--- config.mk ---
export PLATFORM = sky130hd
export DESIGN_NAME = pfc_ready_supervisor
export DESIGN_NICKNAME = d
export VERILOG_FILES = /design/src/rtl/pfc_ready_supervisor.sv
export SDC_FILE = /design/constraint.sdc
export NUM_CORES = 1
export LEC_CHECK = 0
export ABC_CLOCK_PERIOD_IN_PS = 800
export BUFFER_PORTS_ARGS = -buffer_cell sky130_fd_sc_hd__buf_4
export CAP_MARGIN = 20
export CORE_AREA = 2 2 39 41
export CTS_BUF_LIST = sky130_fd_sc_hd__clkbuf_8
export DETAILED_ROUTE_END_ITERATION = 7
export DIE_AREA = 0 0 41 43
export GPL_TIMING_DRIVEN = 0
export PLACE_DENSITY = 0.55
export SLEW_MARGIN = 15
export SYNTH_ARGS = -nofsm -noshare
export SYNTH_HDL_FRONTEND = slang
export SYNTH_SLANG_ARGS = --single-unit
--- constraint.sdc ---
create_clock -name clk -period 0.8 [get_ports clk]
set_input_delay 0.04 -clock clk [delete_from_list [all_inputs] [get_ports clk]]
set_output_delay 0.04 -clock clk [all_outputs]
set_load 0.005 [all_outputs]
--- src/rtl/pfc_ready_supervisor.sv ---
module pfc_ready_supervisor #(
  parameter int SYNC_STAGES = 2
) (
  input  logic clk,
  input  logic rst_n,
  input  logic run_en,
  input  logic fault_in,
  input  logic ovp_in,
  input  logic ea_charging,
  output logic ready,
  output logic startup,
  output logic sw_inhibit,
  output logic ovp_notice
);

  localparam int NIN = 4;
  localparam int LAST = SYNC_STAGES - 1;

  logic [NIN-1:0] sync_q [SYNC_STAGES];
  logic s_run, s_fault, s_ovp, s_chg;
  logic startup_q, fault_seen_q, ready_q, inhibit_q, notice_q;

  always_ff @(posedge clk or negedge rst_n) begin
    if (!rst_n) begin
      for (int i = 0; i < SYNC_STAGES; i++) sync_q[i] <= '0;
    end else begin
      sync_q[0] <= {run_en, fault_in, ovp_in, ea_charging};
      for (int i = 1; i < SYNC_STAGES; i++) sync_q[i] <= sync_q[i-1];
    end
  end

  assign {s_run, s_fault, s_ovp, s_chg} = sync_q[LAST];

  always_ff @(posedge clk or negedge rst_n) begin
    if (!rst_n) begin
      startup_q    <= 1'b1;
      fault_seen_q <= 1'b0;
      ready_q      <= 1'b0;
      inhibit_q    <= 1'b0;
      notice_q     <= 1'b0;
    end else begin
      if (!s_run)      startup_q <= 1'b1;
      else if (!s_chg) startup_q <= 1'b0;

      if (s_fault)     fault_seen_q <= 1'b1;
      else if (!s_run) fault_seen_q <= 1'b0;

      ready_q   <= s_run && !s_fault && !startup_q && !fault_seen_q;
      inhibit_q <= s_ovp;
      notice_q  <= s_ovp && s_run;
    end
  end

  assign ready      = ready_q;
  assign startup    = startup_q;
  assign sw_inhibit = inhibit_q;
  assign ovp_notice = notice_q;


  off_kills_ready_chk: assert property (@(posedge clk) disable iff (!rst_n)
    !s_run |=> !ready);


  fault_kills_ready_chk: assert property (@(posedge clk) disable iff (!rst_n)
    s_fault |=> !ready);


  off_arms_startup_chk: assert property (@(posedge clk) disable iff (!rst_n)
    !s_run |=> startup);


  ready_excl_startup_chk: assert property (@(posedge clk) disable iff (!rst_n)
    ready |-> !startup);


  ovp_inhibit_chk: assert property (@(posedge clk) disable iff (!rst_n)
    s_ovp |=> sw_inhibit);


  notice_needs_inhibit_chk: assert property (@(posedge clk) disable iff (!rst_n)
    ovp_notice |-> sw_inhibit);

endmodule

After elaboration in Yosys (flattened, before gate mapping) --
Index checks and enable logic that the tools add are counted.
Operators by class: equality and inequality tests 2, mux-type cells 4, reductions and logical operators 7
Operators by type and width (number):
- logical AND 1 bit | 4
- 2-to-1 mux 1 bit | 4
- inequality test 2 bit (second input constant) | 2
- zero test 1 bit | 3
Storage, ports and cells: register bits after elaboration 13, input port bits 6, output and inout port bits 4, logic and storage cells 20

Longest topological paths before layout --
depth in word-level cells 4, depth in mapped cells 1

Worst setup path after synthesis --
Ideal clock, no wire load.
path type flip-flop to flip-flop, start point register startup (netlist name), end point register startup_q, in the netlist startup, setup time 0.058 ns, arrival 0.647 ns, data required time 0.742 ns, path slack 0.095 ns, cell stages (with the launch flop) 2, period minus slack after synthesis 0.705 ns, cell sequence dfstp_2 a21bo_2
RTL lines:
- to (signal assigned) | line 36 | startup_q <= 1'b1;
- to (signal assigned) | line 42 | if (!s_run) startup_q <= 1'b1;
- to (signal assigned) | line 43 | else if (!s_chg) startup_q <= 1'b0;
- to (decl) | line 21 | logic startup_q, fault_seen_q, ready_q, inhibit_q, notice_q;

Worst setup path in the final report --
start point register startup_q, in the netlist startup, end point output port startup
RTL lines:
- to (decl) | line 11 | output logic startup,
No word-level cell between the ends.

==> results.py <==
metrics = {
    "hold_path": {
        "worstHoldPathType": "primary input to async pin",
    },
    "yosys": {
        "syn_area_sq_um": 365,
        "synth-simple-area-share_pct": 5.82,
        "yosysSeqAreaShare_pct": 89.4,
        "ys_ff_latch": 13,
        "yosysWarnings": 0,
        "synthXorXnorAreaFrac_pct": 0,
        "synthMuxAreaShare_pct": 0,
        "syn_nets": 23,
        "syn_inst": 17,
        "synth-compound-area-share_pct": 4.79,
        "syn_avg_cell_area_sq_um": 21.5,
        "synth_top_family_by_area": "simple AND/OR/NAND/NOR gates",
        "synth_cell_types": 6,
        "synthAdderAreaFrac_pct": 0,
    },
    "global_routing": {
        "grt_pass1_wl_um": 745,
        "grt_max_degree": 14,
        "grt_pass1_vias": 191,
        "gr-usage-all-layers_pct": 7.09,
        "antenna_found_initial": 0,
        "overflow": 0,
    },
    "finish": {
        "final_cell_mix": "dfrtp_1, buf_4, dlygate4sd3_1, clkbuf_8",
        "drive_above_1_share_pct": 44.4,
        "nets": 43,
        "seqCellArea_sq_um": 327,
        "final_cells": 52,
        "fillers": 130,
        "final_cell_area_sq_um": 568,
        "multi_input_area_sq_um": 47.5,
        "final_common_cell": "dfrtp_1",
        "antenna_cells": 0,
        "fin_util_pct": 41.0,
        "area_growth_pct": 55.5,
    },
    "critical_path": {
        "crit_fanout": 2,
        "crit_required_ns": 0.76,
        "cpLargestDelayFamily": "flip-flops",
        "crit_arrival_ns": 0.85,
        "path_cells": "buf_6",
        "start_kind": "register",
        "crit_path_max_incr_delay_ns": 0.53,
        "endpoint_kind": "primary output",
        "cpMaxStageDelayCell": "dfstp_2",
        "cp_num_buf_inv": 1,
        "ff2ff_setup_slack_ns": -0.02,
        "worstSetupPathType": "register to primary output",
    },
    "floorplanning": {
        "die_w_um": 41,
        "core_area_sq_um": 1380,
        "rows": 14,
        "die_area_sq_um": 1760,
        "start_util_pct": 26.4,
        "io-pin-count": 10,
        "die_y_um": 43,
    },
    "run_status": {
        "outcome": "finished with violations",
        "violations": "negative setup slack",
    },
    "detailed_routing": {
        "first_pass_iters": 1,
        "via_count": 200,
        "drt_iter0_markers": 0,
        "drt-vias-per-instance": 3.85,
        "drtAntennaViolNets": 0,
        "drc": 0,
        "wl_per_cell_um": 9.33,
        "finalWirelength_um": 485,
    },
    "sta": {
        "finalCriticalPeriod_ns": 0.892,
        "timing.final.crit_share_pct": 111,
        "finalSetupTns_ns": -0.111,
        "relSlewSlack_pct": 88.0,
        "max_slew.worst_pin.slew_ns": 0.180,
        "fin_skew_ns": 0.000830,
        "setup_violations": 3,
        "rsz0062_at_grt": "yes",
        "timing.final.ws_setup_ns": -0.0920,
        "max_freq_ghz": 1.12,
        "slew_violations": 0,
        "whs_ns": 0.188,
        "hold_viol_final": 0,
    },
    "cts": {
        "cts_tree": "yes",
        "clk_latency_ns": 0.24,
        "cts-root-buf": "clkbuf_8",
        "clock_sinks": 13,
        "cts_buffer_depth": 2,
        "cts_made_buffers": 3,
        "clk_pin_slew_ns": 0.05,
        "cts_max_level": 1,
    },
    "placed_design": {
        "place_worst_setup_slack_ns": 0.0504,
        "io_buffers": 9,
        "hpwl_um": 346,
        "dp_cells": 42,
        "placedInstanceArea_sq_um": 453,
        "gp_congestion": 0.587,
    },
    "pwr": {
        "powerDensity_nw_per_um2": 2350,
        "ir_worst_vdd_mv": 0.753,
        "power.total_mw": 1.34,
        "p_leak_nw": 0.271,
    },
    "flow_run": {
        "maxCapViolations": 0,
    },
}
[registers in the layout, summed over array words and instances, names as in the netlist]
register / count
ovp_notice: 1
s_run: 1
s_fault: 1
s_chg: 1
fault_seen_q: 1
s_ovp: 1
ready: 1
startup: 1
sync_q: 4
sw_inhibit: 1
[logic make-up (layout without fill, tap and decap cells)]
group | count (synthesis) | in the layout
DFF | 13 | 13
buffers and inverters | 0 | 19
and+or+nand+nor | 2 | 2
AOI/OAI and AO/OA | 2 | 2
[synthesized netlist by cell type]
| library cell | number | share of area (%) |
|---|---|---|
| dfrtp_1 | 12 | 82 |
| a21bo_2 | 1 | 2.7 |
| a21o_1 | 1 | 2.1 |
| and2_1 | 1 | 1.7 |
| dfstp_2 | 1 | 7.2 |
| nor4b_2 | 1 | 4.1 |
[routing by layer]
| layer | wire length (um) | GRT usage [%] | vias to the layer above |
|---|---|---|---|
| met1 | 187 | 7.29 | 98 |
| met4 | 0 | 8.00 | 0 |
| met2 | 256 | 9.38 | 9 |
| met5 | 0 | 0 | - |
| li1 | - | - | 93 |
| met3 | 40 | 3.14 | 0 |
[power by group]
group          internal (mW)  leakage [nW]  switching (mW)
sequential             0.695         0.153          0.0164
combinational         0.0587        0.0916          0.0276
clock                  0.336        0.0269           0.202
total                   1.09         0.271           0.246
[cell type report]
class	count	share of cell area, %
Clock inverter	1	0.661
Tap cell	16	3.52
Multi-Input combinational cell	4	8.37
Sequential cell	13	57.5
Timing Repair Buffer	15	22.7
Clock buffer	3	7.27
[worst register-to-register path, stage by stage, from the launching register on]
cell,delay [ns]
dfstp_2,0.53
buf_4,0.12
a21bo_2,0.12
[worst paths after layout]
path,startpoint,to,cells past startpoint
max reg2reg,startup,startup,2
max in group asynchronous,rst_n,startup,2
min reg2reg,sync_q[4],s_chg,0
min in group clk,sync_q[4],s_chg,0
min,rst_n,sw_inhibit,2
max,startup,startup,1
[timing repair]
action                     CTS  global route
hold endpoints to repair    17             0
setup endpoints to repair    1             3
setup buffers                1             0
gates resized for setup      1             1
pin swaps                    0             1
hold buffers                 5             0
Power figures use the tool's default switching activity.
